**config.mk**
```make
export PLATFORM = sky130hd
export DESIGN_NAME = pport_xctl
export DESIGN_NICKNAME = d
export VERILOG_FILES = /design/src/rtl/pport_xctl_pkg.sv /design/src/rtl/pport_xctl_regs.sv /design/src/rtl/pport_xctl_route.sv /design/src/rtl/pport_xctl_fifo.sv /design/src/rtl/pport_xctl.sv
export SDC_FILE = /design/constraint.sdc
export NUM_CORES = 1
export LEC_CHECK = 0
export ABC_AREA = 1
export BUFFER_PORTS_ARGS = -buffer_cell sky130_fd_sc_hd__buf_2
export CORE_MARGIN = 4
export CORE_UTILIZATION = 40
export CTS_CLUSTER_DIAMETER = 50
export CTS_CLUSTER_SIZE = 24
export DETAILED_ROUTE_END_ITERATION = 8
export PLACE_DENSITY_LB_ADDON = 0.12
export SYNTH_ARGS = -nofsm -noshare
export SYNTH_HDL_FRONTEND = slang
export SYNTH_SLANG_ARGS = --single-unit
```
**constraint.sdc**
```tcl
create_clock -name clk -period 3.5 [get_ports clk]
set_input_delay 0.525 -clock clk [delete_from_list [all_inputs] [get_ports clk]]
set_output_delay 0.525 -clock clk [all_outputs]
set_load 0.03 [all_outputs]
```
**src/rtl/pport_xctl_pkg.sv**
```systemverilog
// Shared types for the parallel port mode selector.
// Assumes the mode codes are fixed by the software that writes bits 7:5.
package pport_xctl_pkg;
    localparam int XW = 8;  // width of the control byte and of FIFO entries

    typedef enum logic [2:0] {
        MODE_STD   = 3'b000,
        MODE_BYTE  = 3'b001,
        MODE_PFIFO = 3'b010,
        MODE_XFIFO = 3'b011,
        MODE_EPP   = 3'b100,
        MODE_RSVD  = 3'b101,
        MODE_TEST  = 3'b110,
        MODE_CFG   = 3'b111
    } xmode_e;
endpackage

```
**src/rtl/pport_xctl_regs.sv**
```systemverilog
// Control byte storage and mode decode.
// Holds the mode field and three software flags. Derives the enables for
// the standard registers, the bidirectional path and the configuration
// registers. Assumes a synchronous active-low reset.
module pport_xctl_regs
    import pport_xctl_pkg::*;
(
    input  logic          clk,
    input  logic          rst_n,
    input  logic          wr,
    input  logic [XW-1:0] wdata,
    output xmode_e        mode,
    output logic [2:0]    flags,
    output logic          std_en,
    output logic          bidir_en,
    output logic          cfg_en
);
    xmode_e     mode_q;
    logic [2:0] flags_q;

    // Store the mode and flag bits on a control write.
    always_ff @(posedge clk) begin
        if (!rst_n) begin
            mode_q  <= MODE_STD;
            flags_q <= '0;
        end else if (wr) begin
            mode_q  <= xmode_e'(wdata[7:5]);
            flags_q <= wdata[4:2];
        end
    end

    // Decode the mode into the enables used elsewhere in the port.
    always_comb begin
        std_en   = (mode_q != MODE_XFIFO);
        bidir_en = (mode_q == MODE_BYTE);
        cfg_en   = (mode_q == MODE_CFG);
    end

    assign mode  = mode_q;
    assign flags = flags_q;

    // a write of code 111 opens the configuration registers next cycle
    assert_cfg_open_R9: assert property (@(posedge clk) disable iff (!rst_n)
        (wr && wdata[7:5] == 3'b111) |=> cfg_en);
    // a write of any code other than 001 closes the bidirectional path
    assert_bidir_closed_R8: assert property (@(posedge clk) disable iff (!rst_n)
        (wr && wdata[7:5] != 3'b001) |=> !bidir_en);
    // without a write the stored byte holds
    assert_hold_R2: assert property (@(posedge clk) disable iff (!rst_n)
        !wr |=> ($stable(mode) && $stable(flags)));
endmodule

```
**src/rtl/pport_xctl_route.sv**
```systemverilog
// Routes host and drain strobes to the FIFO push and pop inputs by mode.
// The test port is live only in test mode. The drain strobe is live only
// in the printer-handshake FIFO mode. Data writes feed both FIFO modes.
module pport_xctl_route
    import pport_xctl_pkg::*;
(
    input  xmode_e mode,
    input  logic   data_wr,
    input  logic   test_wr,
    input  logic   test_rd,
    input  logic   drain,
    output logic   push,
    output logic   pop
);
    // Select the push and pop sources for the current mode.
    always_comb begin
        push = 1'b0;
        pop  = 1'b0;
        unique case (mode)
            MODE_TEST:  begin push = test_wr; pop = test_rd; end
            MODE_PFIFO: begin push = data_wr; pop = drain;   end
            MODE_XFIFO: begin push = data_wr;                end
            default:    ;
        endcase
    end
endmodule

```
**src/rtl/pport_xctl_fifo.sv**
```systemverilog
// Circular FIFO with occupancy-based full and empty flags.
// Drops a push when full and a pop when empty, using the state before the
// edge. The head reads 0 when empty. DEPTH need not be a power of two.
module pport_xctl_fifo #(
    parameter int W     = 8,
    parameter int DEPTH = 16
) (
    input  logic         clk,
    input  logic         rst_n,
    input  logic         push,
    input  logic         pop,
    input  logic [W-1:0] din,
    output logic [W-1:0] head,
    output logic         full,
    output logic         empty
);
    localparam int PTR_W = (DEPTH > 1) ? $clog2(DEPTH) : 1;
    localparam int CNT_W = $clog2(DEPTH + 1);

    logic [W-1:0]     mem [DEPTH];
    logic [PTR_W-1:0] wr_ptr, rd_ptr;
    logic [CNT_W-1:0] count;
    logic             do_push, do_pop;

    // Step a pointer, wrapping after the last entry.
    function automatic logic [PTR_W-1:0] bump(input logic [PTR_W-1:0] p);
        return (p == PTR_W'(DEPTH - 1)) ? '0 : p + 1'b1;
    endfunction

    // Qualify the requests with the current flags.
    always_comb begin
        full    = (count == CNT_W'(DEPTH));
        empty   = (count == '0);
        do_push = push && !full;
        do_pop  = pop && !empty;
    end

    // One storage entry per slot, written when the write pointer selects it.
    for (genvar i = 0; i < DEPTH; i++) begin : g_slot
        always_ff @(posedge clk) begin
            if (do_push && wr_ptr == PTR_W'(i)) mem[i] <= din;
        end
    end

    // Advance the pointers and the occupancy count.
    always_ff @(posedge clk) begin
        if (!rst_n) begin
            wr_ptr <= '0;
            rd_ptr <= '0;
            count  <= '0;
        end else begin
            if (do_push) wr_ptr <= bump(wr_ptr);
            if (do_pop)  rd_ptr <= bump(rd_ptr);
            case ({do_push, do_pop})
                2'b10:   count <= count + 1'b1;
                2'b01:   count <= count - 1'b1;
                default: ;
            endcase
        end
    end

    // Present the oldest entry, or 0 when nothing is stored.
    assign head = empty ? '0 : mem[rd_ptr];

    // occupancy never exceeds the depth
    assert_count_bound_R4: assert property (@(posedge clk) disable iff (!rst_n)
        count <= CNT_W'(DEPTH));
    // a push into a full FIFO without a pop leaves it full
    assert_no_overflow_R5: assert property (@(posedge clk) disable iff (!rst_n)
        (full && push && !pop) |=> (full && $stable(rd_ptr)));
    // a pop from an empty FIFO without a push leaves it empty
    assert_no_underflow_R5: assert property (@(posedge clk) disable iff (!rst_n)
        (empty && pop && !push) |=> (empty && $stable(wr_ptr)));
    // the flags are never both set
    assert_flags_exclusive_R4: assert property (@(posedge clk) disable iff (!rst_n)
        !(full && empty));
endmodule

```
**src/rtl/pport_xctl.sv**
```systemverilog
// Top of the parallel port mode selector with its data FIFO.
// Combines the control byte, the strobe routing and the FIFO. The control
// readback carries the live full and empty flags in bits 1:0.
module pport_xctl
    import pport_xctl_pkg::*;
#(
    parameter int FIFO_DEPTH = 16
) (
    input  logic          clk,
    input  logic          rst_n,
    input  logic [XW-1:0] host_wdata,
    input  logic          xctl_wr,
    input  logic          data_fifo_wr,
    input  logic          test_fifo_wr,
    input  logic          test_fifo_rd,
    input  logic          drain_stb,
    output logic [XW-1:0] xctl_rdata,
    output logic [XW-1:0] fifo_head,
    output logic          fifo_full,
    output logic          fifo_empty,
    output logic          std_regs_en,
    output logic          bidir_en,
    output logic          cfg_regs_en
);
    xmode_e     mode;
    logic [2:0] flags;
    logic       push, pop;

    pport_xctl_regs i_regs (
        .clk      (clk),
        .rst_n    (rst_n),
        .wr       (xctl_wr),
        .wdata    (host_wdata),
        .mode     (mode),
        .flags    (flags),
        .std_en   (std_regs_en),
        .bidir_en (bidir_en),
        .cfg_en   (cfg_regs_en)
    );

    pport_xctl_route i_route (
        .mode    (mode),
        .data_wr (data_fifo_wr),
        .test_wr (test_fifo_wr),
        .test_rd (test_fifo_rd),
        .drain   (drain_stb),
        .push    (push),
        .pop     (pop)
    );

    pport_xctl_fifo #(.W(XW), .DEPTH(FIFO_DEPTH)) i_fifo (
        .clk   (clk),
        .rst_n (rst_n),
        .push  (push),
        .pop   (pop),
        .din   (host_wdata),
        .head  (fifo_head),
        .full  (fifo_full),
        .empty (fifo_empty)
    );

    // Assemble the readback from stored fields and live flags.
    assign xctl_rdata = {mode, flags, fifo_full, fifo_empty};

    // in standard mode the FIFO outputs do not move without a mode write
    assert_std_ignores_fifo_R6: assert property (@(posedge clk) disable iff (!rst_n)
        (mode == MODE_STD && !xctl_wr) |=>
            ($stable(fifo_head) && $stable(fifo_full) && $stable(fifo_empty)));
    // selecting the extended FIFO mode hides the standard registers
    assert_std_hidden_R7: assert property (@(posedge clk) disable iff (!rst_n)
        (xctl_wr && host_wdata[7:5] == 3'b011) |=> !std_regs_en);
endmodule

```
Word-level counts from Yosys, hierarchy flattened

Memory sizes are Yosys's and may differ from the RTL's. A register that Yosys moved wholly into a read port is not among the register bits.
Index checks and enable logic that the tools add are counted.

Register bits: 19
Memory bits (writable): 128
Output and inout bits: 21
Logic and storage cells: 159
Memories kept: 1

Memories:

| name       | depth | bits a word | rd ports | clocked after Yosys merged registers in | write ports | RTL line              | text |
|---|---|---|---|---|---|---|---|
| i_fifo.mem | 16    | 8           | 1        | 1                                       | 1           | pport_xctl_fifo.sv:20 | `logic [W-1:0] mem [DEPTH];` |

$add $sub $neg: 4
Equal/unequal tests: 25
Muxes and demuxes: 85
Reductions and logical operators: 39

Operator list:

| cell                                                   | number |
|---|---|
| 2-to-1 mux 8 bit                                       | 16 |
| OR reduction 8 bit                                     | 15 |
| 2-to-1 mux 4 bit                                       | 19 |
| 2-to-1 mux 1 bit                                       | 47 |
| equality test 4 bit (second input constant)            | 9 |
| logical AND 1 bit                                      | 18 |
| equality test 4 x 3 -> 1 bit (second input constant)   | 4 |
| one-hot mux 5 bit (2 select lines)                     | 1 |
| adder 4 x 1 -> 4 bit (second input constant)           | 2 |
| equality test 4 x 2 -> 1 bit (second input constant)   | 2 |
| equality test 3 x 2 -> 1 bit (second input constant)   | 2 |
| equality test 3 bit (second input constant)            | 2 |
| adder 5 x 1 -> 5 bit (second input constant)           | 1 |
| equality test 5 bit (second input constant)            | 1 |
| logical NOT 5 bit                                      | 1 |
| subtractor 5 x 1 -> 5 bit (second input constant)      | 1 |
| equality test 4 x 1 -> 1 bit (second input constant)   | 1 |
| logical NOT 4 bit                                      | 1 |
| one-hot mux 1 bit (2 select lines)                     | 2 |
| equality test 3 x 1 -> 1 bit (second input constant)   | 1 |
| inequality test 3 x 2 -> 1 bit (second input constant) | 1 |
| equality test 2 x 1 -> 1 bit (second input constant)   | 1 |
| equality test 2 bit (second input constant)            | 1 |
| logical NOT 1 bit                                      | 2 |
| other kinds (2)                                        | 2 |

Depth between registers and ports, before layout

Gate-level depths: netlist of the first run.

Word-level depth: 23
Gate-level depth with buffers: 18

By module

From an unflattened synthesis of the first run, not the netlist that was laid out.

Cell total of the unflattened synthesis: 624
Area total of the unflattened synthesis: 6459.9 um^2

Modules (own cells, without submodules):

| module           | instances | cells each | area each (um^2) |
|---|---|---|---|
| pport_xctl_fifo  | 1         | 566        | 6123.4 |
| pport_xctl_regs  | 1         | 43         | 267.8 |
| pport_xctl_route | 1         | 13         | 53.8 |
| pport_xctl       | 1         | 2          | 15.0 |

Worst setup path after synthesis of the first run

No wires, ideal clock.

Path type: reg-to-reg
Start point: reg i_regs.mode_q[2], in the netlist i_regs.mode[2]
End point: reg i_fifo.count[4]
Data arrival time: 2.100 ns
Required time: 3.391 ns
Slack: 1.292 ns
Cell stages (with the launch flop): 18
Buffers on the path: 0
Period minus slack after synthesis: 2.208 ns
Cells stage by stage: dfxtp_1 -> inv_1 -> nand2_1 -> a21oi_1 -> nand2_1 -> inv_1 -> ha_1 -> nand2_1 -> inv_1 -> nor2_1 -> ha_1 -> inv_1 -> nand2_1 -> nand3_1 -> nand3b_1 -> nand3_1 -> nand2_1 -> inv_1

Longest elaborated chain between the ends: 6

Ends and longest elaborated chain:

| element                                                                  | RTL line               | text |
|---|---|---|
| from (decl)                                                              | pport_xctl_regs.sv:18  | `xmode_e mode_q;` |
| from (signal assigned)                                                   | pport_xctl_regs.sv:27  | `mode_q <= xmode_e'(wdata[7:5]);` |
| equality test 3 x 2 -> 1 bit                                             | pport_xctl_route.sv:19 | `unique case (mode)` |
| OR reduction 2 bit (no line)                                             | n/a                    |  |
| one-hot mux 1 bit (2 select lines)                                       | pport_xctl_route.sv:19 |  |
| logical AND 1 bit                                                        | pport_xctl_fifo.sv:34  | `do_push = push && !full;` |
| equality test 2 x 1 -> 1 bit or equality test 2 bit (tied branches)      | pport_xctl_fifo.sv:54  | `case ({do_push, do_pop})` |
| one-hot mux 5 bit (2 select lines) or nonzero test 2 bit (tied branches) | n/a                    |  |
| to (signal assigned)                                                     | pport_xctl_fifo.sv:55  | `2'b10: count <= count + 1'b1;` |
| to (signal assigned)                                                     | pport_xctl_fifo.sv:56  | `2'b01: count <= count - 1'b1;` |
| to (decl)                                                                | pport_xctl_fifo.sv:22  | `logic [CNT_W-1:0] count;` |

Several ways; a longest one is shown, not always the timed one.
A chain may end at the register's enable or synchronous reset.

==> impl_summary.txt, run 1 <==
----------------------------------------------------
[Timing]
  Minimum hold slack ... approximately 0.41 ns
  Least-Margin Pin Slew ... between 0.9 and 1 ns
  Fin. Hold Viols ... 0
  Count of final max-slew check failures ... 0
  Shortest clock period the worst path allows after layout ... just under 3 ns
  Setup violation total in the final timing report ... 0
  Post-Route Setup TNS ... 0 ns
  Unrepaired setup endpoints after global routing ... false
  Worst-case headroom to the max-slew limit ... between 30% and 40%
  Share of the cycle needed by the critical path after routing ... between 80% and 90%
  Final Skew ... about 0.0076 ns
  Maximum frequency from static timing analysis ... 0.3394 GHz

[Clock network]
  TritonCTS clock tree ... done
  Resized Gates After CTS ... 0
  Post-CTS Repair Setup Buffers ... 0
  Post-CTS Hold Fix Bufs ... 0
  Max clock buf depth ... 2
  Clock transition time at the flip-flop clock pins of the worst setup and hold paths ... about 0.060 ns
  Source-to-sink clock delay at the later pin of the worst-skew pair ... between 0.4 and 0.5 ns
  Number of clock sinks ... 151
  Number of H-tree levels ... 4
  Inserted Clock Buffers ... 17
  Clock root cell ... clkbuf_16

[Final layout]
  Area taken by multi-input logic gates ... approximately 1800 um2
  Number of antenna cells inserted ... 0
  Total of fill cells in the finished design ... approximately 1500
  Number of nets in the finished design ... between 600 and 700
  Synthesis-to-layout area growth ... 13.82%
  Ratio of cells with drive above 1 in the final layout ... 11.67%
  FF/Latch Area ... about 4300 um2

[Route]
  Drt first-iter violations ... between 300 and 400
  Detail Route Antenna Nets ... 0
  Average wire length per cell after detail routing ... between 15 and 20 um
  Routed via count ... around 4300
  Number of iterations in the first detailed-routing pass ... 4
  # DRC ... 0
  Total wire length after detailed routing ... about 15000 um
  Via density per instance ... 4.956

[Floorplanning]
  Area enclosed by the die boundary ... ~18000 um2
  Area of the core region ... roughly 16000 um2
  Horizontal die dimension ... about 130 um
  Vert. Die Dim ... between 100 and 150 um
  Std cell rows ... 46
  Initial core utilization ... a little over 40%
  Number of ports placed on the die boundary ... 36

[Worst setup path]
  Category of the critical setup timing path ... flip-flop to output port
  Critical path's most frequent cell ... nand2_1
  Data required time of the worst path ... approximately 3.0 ns
  Critical Path Fanout Max ... 39
  Startpoint kind of the worst setup timing path ... flip-flop
  Register-to-register setup slack ... about 1.1 ns
  Nature of the critical path endpoint ... output port
  Master of the slowest instance on the critical path ... inv_2
  Max incr delay on CP ... 0.52 ns
  Endpoint arrival time on the critical path ... 2.42 ns
  Critical Path, Cell by Cell ... inv_2, buf_4, nand2_1, nand3_1, nand3_1, nand2_1, nand2_1, a21oi_1, buf_2

[Logic synthesis]
  Area leader, netlist ... edfxtp_1
  Async set or reset register ratio after synthesis ... 0%
  Most area-consuming cells after synthesis ... edfxtp_1 (60%), nand2_1 (11%), nand3_1 (8.6%)
  Number of nets produced by synthesis ... 629
  Synthesis-stage register bit count ... approximately 150
  Prevailing post-synth register cell ... edfxtp_1
  Yosys warnings ... 0
  Mean Syn Cell Area ... approximately 11 um2
  Area share of the leading cell type in the synthesized netlist ... around three fifths
  Library cell with the highest instance count after synthesis ... nand2_1
  Synthesized instance count ... roughly 600
  EDFF count, synth ... approximately 130
  Unique cell type count in the Yosys netlist ... 28
  Commonest cells post-synth ... nand2_1 (195), edfxtp_1 (128), nand3_1 (110)
  Synthesized cell area ... approximately 6400 um2
  Sequential cell area fraction in the yosys report ... between 60% and 70%

[GRT]
  Number of global-route vias before repair ... around 4100
  Total gr overflow ... 0
  Largest net degree at the start of global routing ... 65
  Antenna violations before repair ... 0
  Wire length of the first global-routing pass ... approximately 23000 um
  Global router's overall resource usage ... about 17%

[Power and ir drop]
  Worst voltage drop across the vdd grid ... between 0.2 and 0.3 mV
  Static leakage ... 2.779 nW
  Power per unit of standard cell area ... 565.9 nW/um2

[Outcome]
  Outcome ... complete, no violations

[Place]
  Placed wire-length estimate ... roughly 9400 um
  RD Place Congestion ... 0.8118
  Count of buffers from port buffering ... 35

[Run]
  Max Cap Violations ... 0

[Hold path]
  HP Class ... input pin to flip-flop

----------------------------------------------------
cell usage in the layout, fill, tap and decap left out, drive strengths merged:
cell type and instances:
xnor2 2, nand3 110, xor2 3, nor3 3, o21bai 1, clkinvlp 1
edfxtp 128, buf 41, nand2 200, clkinv 11, a21oi 19, clkbuf 18
nand4 2, dfxtp 23, inv 29, bufinv 3, ha 9, o21ai 12
nor2 35, nand3b 1
final cells by class:
cell class	instances	share of cell area [%]
clock buffer	18	5.883
clock inverter	14	1.904
inverter	30	1.578
multi-input combinational	397	24.89
sequential	151	59.02
tap	216	3.705
timing repair buffer	41	3.019
logic make-up (layout without fill, tap and decap cells):
group                      count (synthesis)  after routing  synth area share (%)
adders and majority gates                  9              9                 1.757
and+or+nand+nor                          351            351                 23.29
buffers and inverters                     57            103                 4.510
xor gates and xnor gates                   5              5                0.6835
AOI/OAI and AO/OA                         32             32                 2.597
DFF                                      151            151                 67.16
registers in the layout, indices dropped and copies added (netlist names), named ones only:
| signal | cells |
|---|---|
| i_fifo.count | 5 |
| i_fifo.mem | 128 |
| i_fifo.rd_ptr | 4 |
| i_fifo.wr_ptr | 4 |
| i_regs.flags | 3 |
| i_regs.mode | 3 |
metal layers:
metal / GRT usage, % / routed length [um]
met1: 24.53 / 7269
met2: 26.82 / 6964
met5: 0 / 0
met3: 4.359 / 719
met4: 4.525 / 165
power breakdown:
part           internal [mW]  switching, mW
combinational         0.0945          0.272
clock                   1.10          0.677
sequential              1.97         0.0158
total                   3.16          0.965
stage by stage:
step	total power [mW]	setup slack (ns)	instance area, um2	util (%)	cells
6_report	4.128	0.5536	7295	46.26	867
4_1_cts	4.166	0.5114	7295	46.26	867
3_5_place_dp	2.394	0.9742	6726	42.65	835
3_3_place_gp	2.390	0.9945	6726	42.65	835
5_1_grt	4.270	0.3232	7295	46.26	867
2_1_floorplan	2.277	1.292	6409	-	605
worst max-delay path: cells and delay by family, from the launching register on:
kind,cells,cell delay (ns)
flip-flops,1,0.32
AND/OR/NAND/NOR,5,0.45
AO/OA/AOI/OAI,1,0.15
buffers and inverters,3,1.07
worst paths after layout:
path | depth (start not counted) | startpoint | endpoint
worst max-delay path | 9 | flip-flop | fifo_head[6]
worst min-delay path | 3 | xctl_wr | i_regs.flags[1]
worst max register to register | 18 | i_regs.mode[2] | i_fifo.count[4]
worst min register to register | 2 | i_regs.flags[0] | i_regs.flags[0]
No activity file was read; power rests on OpenSTA's default activity.
==> inputs of run 2 (changes only) <==
--- a/config.mk
+++ b/config.mk
@@ -5,7 +5,7 @@
 export SDC_FILE = /design/constraint.sdc
 export NUM_CORES = 1
 export LEC_CHECK = 0
-export ABC_AREA = 1
+export ABC_AREA = 0
 export BUFFER_PORTS_ARGS = -buffer_cell sky130_fd_sc_hd__buf_2
 export CORE_MARGIN = 4
 export CORE_UTILIZATION = 40
==> constraint.sdc (replaced) <==
create_clock -name clk -period 2.65 [get_ports clk]
set_input_delay 0.3975 -clock clk [delete_from_list [all_inputs] [get_ports clk]]
set_output_delay 0.3975 -clock clk [all_outputs]
set_load 0.03 [all_outputs]
==> run 2 against run 1 <==
Synthesized cell count down 40%. First-iteration DRC count down 11%. Cell count down 25%. Clock-buffer cell count down 1. Clock skew up 0.00064 ns.
==> impl_summary.txt, run 2 <==
----------------------------------------------------
[Timing]
  Setup violation total in the final timing report ... 0
  Shortest clock period the worst path allows after layout ... about 2.6 ns
  Unrepaired setup endpoints after global routing ... true
  Worst-case headroom to the max-slew limit ... between 40% and 50%
  Count of final max-slew check failures ... 0
  Share of the cycle needed by the critical path after routing ... between 90% and 100%
  Minimum hold slack ... approximately 0.38 ns
  Least setup slack across all paths after layout ... 0.07568 ns
  Least-Margin Pin Slew ... 0.8767 ns
  Fin. Hold Viols ... 0
  Post-Route Setup TNS ... 0 ns
  Maximum frequency from static timing analysis ... slightly below 0.4 GHz
  Final Skew ... 0.008199 ns

[Logic synthesis]
  Synth Area in XOR/XNOR ... 0.4194%
  Synthesized cell area ... about 6300 um2
  Prevailing post-synth register cell ... edfxtp_1
  Async set or reset register ratio after synthesis ... 0%
  Mean Syn Cell Area ... between 15 and 20 um2
  Synthesized instance count ... roughly 360
  Largest family of logic cells by synthesized area ... multiplexers
  Adder-cell area share of the yosys netlist ... 1.797%
  Area fraction in compound gates after synthesis ... roughly 4.7%
  Synthesis-stage register bit count ... between 150 and 200
  Area leader, netlist ... edfxtp_1
  Sequential cell area fraction in the yosys report ... around 69%
  Most area-consuming cells after synthesis ... edfxtp_1 (61%), mux4_2 (12%), dfxtp_1 (7.3%)
  Commonest cells post-synth ... edfxtp_1 (128), mux4_2 (32), dfxtp_1 (23)
  Area share of the leading cell type in the synthesized netlist ... between 60% and 70%
  Portion of netlist area occupied by mux cells ... 14.72%
  Unique cell type count in the Yosys netlist ... just over 50
  Simple-gate area share of the yosys netlist ... 7.290%
  Library cell with the highest instance count after synthesis ... edfxtp_1
  Yosys warnings ... 0
  EDFF count, synth ... between 100 and 150
  Number of nets produced by synthesis ... slightly below 400

[Clock network]
  Number of clock sinks ... around 150
  Max clock buf depth ... 2
  Clock transition time at the flip-flop clock pins of the worst setup and hold paths ... 0.06 ns
  Post-CTS Hold Fix Bufs ... 0
  Number of H-tree levels ... 4
  Source-to-sink clock delay at the later pin of the worst-skew pair ... about 0.42 ns
  Clock root cell ... clkbuf_16
  Inserted Clock Buffers ... 17
  TritonCTS clock tree ... done

[Worst setup path]
  Master of the slowest instance on the critical path ... or4_4
  Number of buffer and inverter instances along the worst setup path ... 1
  Category of the critical setup timing path ... flip-flop to flip-flop
  Nature of the critical path endpoint ... flip-flop
  Endpoint arrival time on the critical path ... slightly below 3 ns
  Critical Path Fanout Max ... 5
  Critical Path, Cell by Cell ... or4_4, o2111ai_4, inv_2, ha_4, xor2_1, ha_2, o2111a_1, or4b_4, nand4_1
  Largest delay share family, worst path ... simple AND/OR/NAND/NOR gates
  Max incr delay on CP ... around 0.56 ns
  Data required time of the worst path ... ~3.0 ns
  Startpoint kind of the worst setup timing path ... flip-flop

[GRT]
  Antenna violations before repair ... 1
  Number of global-route vias before repair ... between 3000 and 4000
  Wire length of the first global-routing pass ... 19800 um
  Total gr overflow ... 0
  Largest net degree at the start of global routing ... 33
  Global router's overall resource usage ... around 15%

[Floorplanning]
  Number of ports placed on the die boundary ... 36
  Std cell rows ... 45
  Vert. Die Dim ... 133.1 um
  Initial core utilization ... 41.06%
  Horizontal die dimension ... approximately 130 um
  Area enclosed by the die boundary ... 17730 um2
  Area of the core region ... about 15000 um2

[Route]
  Number of iterations in the first detailed-routing pass ... 4
  Drt first-iter violations ... 268
  Total wire length after detailed routing ... 12950 um
  Detail Route Antenna Nets ... 0
  # DRC ... 0
  Average wire length per cell after detail routing ... between 20 and 25 um
  Via density per instance ... ~5.2
  Routed via count ... 3373

[Final layout]
  Top library cells by usage in the layout, fill and taps aside ... edfxtp_1 (128), buf_2 (33), mux4_2 (32)
  Layout Utilization ... 49.42%
  Finished Cell Area ... approximately 7500 um2
  Register name with the most flops ... i_fifo.mem
  Number of flip-flops under the largest register name ... between 100 and 150
  Number of nets in the finished design ... 447
  Finished Layout Cells ... between 600 and 700
  Ratio of cells with drive above 1 in the final layout ... approximately a third
  Largest registers ... i_fifo.mem: 128 flops, i_fifo.count: 5 flops
  Number of antenna cells inserted ... 0
  Commonest non-fill, non-tap cell in the layout ... edfxtp_1
  Synthesis-to-layout area growth ... 20.37%

[Place]
  Placed wire-length estimate ... between 8000 and 9000 um
  RD Place Congestion ... 0.7636
  Count of buffers from port buffering ... 35
  DP Area ... about 6800 um2
  Post-Place Cells ... 604
  Minimum setup slack after placement ... around 0.014 ns

[Power and ir drop]
  Static leakage ... 2.523 nW
  Total design power ... 5.189 mW
  Power per unit of standard cell area ... about 700 nW/um2
  Worst voltage drop across the vdd grid ... approximately 0.43 mV

[Run]
  Max Cap Violations ... 0

[Hold path]
  HP Class ... input pin to flip-flop

[Outcome]
  Outcome ... complete, no violations

----------------------------------------------------
run 2: cell count changes in the layout (fill, tap and decap cells not counted), sizes merged, moves of 5 or more:
cell,delta
a211oi,+16
a21oi,-17
mux2i,+19
inv,-22
mux4,+32
buf,+23
nand2,-188
nand2b,+5
nor2,-19
o21ai,-10
nor2b,+18
nand3,-106
run 2: report_power, final:
group,switching [mW],internal [mW],leakage [nW],total (mW)
logic,0.122,0.0602,0.900,0.182
clock network,0.932,1.48,0.283,2.41
registers,0.0100,2.58,1.34,2.59
total,1.06,4.13,2.52,5.19
run 2: metal layers:
metal / wire [um] / track usage, %
met1: 5895 / 20.33
met2: 6334 / 24.83
met3: 497 / 4.154
met4: 218 / 4.971
met5: 0 / 0
run 2: layout make-up:
type,count,area (um2)
tap,211,264.0
multi-input combinational,181,1871
clock buffer,17,425.4
timing repair buffer,65,459.2
inverter,7,26.28
clock inverter,15,181.4
fill,1265,7717
sequential,151,4314
run 2: logic make-up (layout without fill, tap and decap cells):
kind of cell / after synthesis / count (layout)
compound gates: 36 / 36
xor+xnor: 3 / 3
fa+ha+maj: 9 / 9
buf+inv: 31 / 104
flops: 151 / 151
mux: 52 / 52
simple gates: 81 / 81
run 2: worst reg2reg max path, stage by stage, from the launching register on:
cell and delay (ns):
dfxtp_2 0.32, or4_4 0.57, o2111ai_4 0.22, inv_2 0.08, ha_4 0.18, xor2_1 0.14
ha_2 0.19, o2111a_1 0.26, or4b_4 0.48, nand4_1 0.09
run 2: final timing paths:
check             cells after the start  slack [ns]               end            start
setup / recovery                      9        0.08   i_fifo.count[4]  i_fifo.count[1]
hold / removal                        1        0.38  i_fifo.mem[1][0]    host_wdata[0]
setup reg to reg                      9        0.08   i_fifo.count[4]  i_fifo.count[1]
hold reg to reg                       2        0.51   i_regs.flags[0]  i_regs.flags[0]
run 2: what timing repair did:
action	CTS	global route
endpoints found under the setup margin	9	9
endpoints found under the hold margin	0	0
setup buffers	2	8
resized for setup	9	9
pin swaps	1	5
cloned	0	1
==> inputs of run 3 (changes only) <==
--- a/config.mk
+++ b/config.mk
@@ -12,6 +12,7 @@
 export CTS_CLUSTER_DIAMETER = 50
 export CTS_CLUSTER_SIZE = 24
 export DETAILED_ROUTE_END_ITERATION = 8
+export MAX_ROUTING_LAYER = met4
 export PLACE_DENSITY_LB_ADDON = 0.12
 export SYNTH_ARGS = -nofsm -noshare
 export SYNTH_HDL_FRONTEND = slang
==> constraint.sdc (replaced) <==
create_clock -name clk -period 2.5 [get_ports clk]
set_input_delay 0.375 -clock clk [delete_from_list [all_inputs] [get_ports clk]]
set_output_delay 0.375 -clock clk [all_outputs]
set_load 0.03 [all_outputs]
==> run 3 against run 2 <==
The flow now finishes with violations (setup timing). Clock skew up 0.0017 ns. Largest cell class unchanged. Cell count grew 0.77%. Maximum frequency about the same. Critical path depth did not move. Core utilization rose by 1.0 points. Critical path type unchanged.
==> impl_summary.txt, run 3 (synthesis gave the netlist of run 2 again) <==
----------------------------------------------------
[Worst setup path]
  Number of cell instances on the worst register-to-register path ... 9
  Number of buffer and inverter instances along the worst setup path ... 1
  Critical Path, Cell by Cell ... or4_4, o2111ai_4, inv_2, ha_4, xor2_1, ha_2, o2111a_1, or4b_4, nand4_1
  Startpoint kind of the worst setup timing path ... flip-flop
  Nature of the critical path endpoint ... flip-flop
  Endpoint arrival time on the critical path ... around 3 ns
  Data required time of the worst path ... roughly 2.9 ns
  Critical Path Fanout Max ... 6
  Cell depth of the worst setup path ... 9
  Largest delay share family, worst path ... simple AND/OR/NAND/NOR gates
  Max incr delay on CP ... around 0.55 ns
  Master of the slowest instance on the critical path ... or4_4
  Category of the critical setup timing path ... flip-flop to flip-flop

[Clock network]
  Number of clock sinks ... 151
  Clock root cell ... clkbuf_16
  TritonCTS clock tree ... done
  Source-to-sink clock delay at the later pin of the worst-skew pair ... between 0.4 and 0.5 ns
  Max clock buf depth ... 2
  Inserted Clock Buffers ... 17
  Number of H-tree levels ... 4
  Clock transition time at the flip-flop clock pins of the worst setup and hold paths ... 0.06 ns

[Route]
  Number of iterations in the first detailed-routing pass ... 4
  Via density per instance ... about 5.2
  Total wire length after detailed routing ... ~13000 um
  Detail Route Antenna Nets ... 0
  Average wire length per cell after detail routing ... around 21 um
  # DRC ... 0
  Drt first-iter violations ... 250
  Routed via count ... around 3400

[Final layout]
  Largest registers ... i_fifo.mem: 128 flops, i_fifo.count: 5 flops
  FF/Latch Area ... between 4000 and 5000 um2
  Number of nets in the finished design ... 455
  Total of fill cells in the finished design ... about 1300
  Register name with the most flops ... i_fifo.mem
  Layout Utilization ... around half
  Ratio of cells with drive above 1 in the final layout ... a little under two fifths
  Synthesis-to-layout area growth ... 22.93%
  Commonest non-fill, non-tap cell in the layout ... edfxtp_1
  Area taken by multi-input logic gates ... roughly 2000 um2
  Finished Cell Area ... 7701 um2
  Number of antenna cells inserted ... 0
  Number of flip-flops under the largest register name ... approximately 130
  Top library cells by usage in the layout, fill and taps aside ... edfxtp_1 (128), buf_4 (36), mux4_2 (32)

[Hold path]
  Number of cells on the worst hold path ... 1
  HP Class ... input pin to flip-flop

[Place]
  Placed wire-length estimate ... about 8200 um
  Count of buffers from port buffering ... 35
  DP Area ... about 6800 um2
  RD Place Congestion ... 0.8043

[GRT]
  Total gr overflow ... 0
  Antenna violations before repair ... 0
  Largest net degree at the start of global routing ... 27
  Global router's overall resource usage ... 16.50%
  Wire length of the first global-routing pass ... 20800 um
  Number of global-route vias before repair ... 3488

[Timing]
  Least-Margin Pin Slew ... ~0.98 ns
  Fin. Hold Viols ... 0
  Unrepaired setup endpoints after global routing ... true
  Count of final max-slew check failures ... 0
  Share of the cycle needed by the critical path after routing ... 103.1%
  Maximum frequency from static timing analysis ... between 0.3 and 0.4 GHz
  Setup violation total in the final timing report ... 4
  Worst-case headroom to the max-slew limit ... ~34%
  Least setup slack across all paths after layout ... -0.07652 ns
  Final Skew ... approximately 0.0099 ns
  Shortest clock period the worst path allows after layout ... 2.577 ns

[Floorplanning]
  Horizontal die dimension ... approximately 130 um
  Initial core utilization ... around two fifths
  Area of the core region ... 15260 um2
  Number of ports placed on the die boundary ... 36
  Area enclosed by the die boundary ... between 15000 and 20000 um2
  Std cell rows ... 45
  Vert. Die Dim ... between 100 and 150 um

[Run]
  Max Cap Violations ... 0

[Outcome]
  Failing checks ... setup timing
  Outcome ... complete, but fails checks

[Power and ir drop]
  Power per unit of standard cell area ... around 670 nW/um2
  Worst voltage drop across the vdd grid ... about 0.45 mV
  Static leakage ... approximately 2.6 nW

----------------------------------------------------
-- run 3: cell types whose count changed in the layout (fill, tap and decap cells not counted), moves of 4 or more --
cell,previous run,this run
a211oi_2,5,13
a211oi_1,11,3
nor2b_4,0,5
buf_4,26,36
buf_2,33,27
clkinvlp_4,4,0
nor2b_1,18,13
clkbuf_1,0,4
clkinv_4,6,0
-- run 3: power breakdown --
part | total, mW | switching (mW) | internal, mW
Sequential | 2.75 | 0.00938 | 2.74
Combinational | 0.212 | 0.135 | 0.0773
Clock | 2.22 | 0.894 | 1.33
-- run 3: final cells by class --
cell class / instances / share of cell area (%)
multi-input cells: 181 / 25.35
repair buffers: 73 / 8.383
clock buffers: 21 / 5.719
clock inverters: 8 / 0.7799
well taps: 211 / 3.428
flip-flops and latches: 151 / 56.00
inverters: 7 / 0.3412
-- run 3: final timing paths --
check                           slack, ns             start                to
worst min-delay path                 0.35     host_wdata[0]  i_fifo.mem[7][0]
worst max register to register      -0.08   i_fifo.count[3]   i_fifo.count[4]
worst max-delay path                -0.08   i_fifo.count[3]   i_fifo.count[4]
worst min register to register       0.52  i_fifo.rd_ptr[3]  i_fifo.rd_ptr[3]
-- run 3: per-layer routing --
| metal | vias to the layer above | track usage (%) | share of wire [%] |
|---|---|---|---|
| li1 | 1579 | - | - |
| met1 | 1736 | 22.14 | 46 |
| met2 | 75 | 25.23 | 48 |
| met3 | 15 | 4.456 | 5.0 |
| met4 | 0 | 4.286 | 0.98 |
| met5 | - | - | 0 |
-- run 3: per-stage QoR --
| stage | hold WS [ns] | cells | power [mW] | setup slack, ns | TNS [ns] |
|---|---|---|---|---|---|
| 3_3_place_gp | 0.4917 | 610 | 2.998 | -0.02644 | -0.02644 |
| 6_report | 0.3478 | 652 | 5.184 | -0.07652 | -0.1571 |
| 3_5_place_dp | 0.5102 | 610 | 3.002 | -0.08265 | -0.08265 |
| 5_1_grt | 0.3522 | 652 | 5.360 | -0.1487 | -0.7251 |
| 4_1_cts | 0.3339 | 650 | 5.233 | -0.09389 | -0.5619 |
| 2_1_floorplan | 0.4714 | 363 | 2.908 | -0.1771 | -0.2205 |
-- run 3: repair_timing --
| item | CTS | global route |
|---|---|---|
| cloned | 4 | 1 |
| endpoints found under the setup margin | 9 | 10 |
| hold buffers | 0 | 0 |
| buffers inserted | 7 | 1 |
| pin swaps | 12 | 9 |
| resized for setup | 24 | 18 |
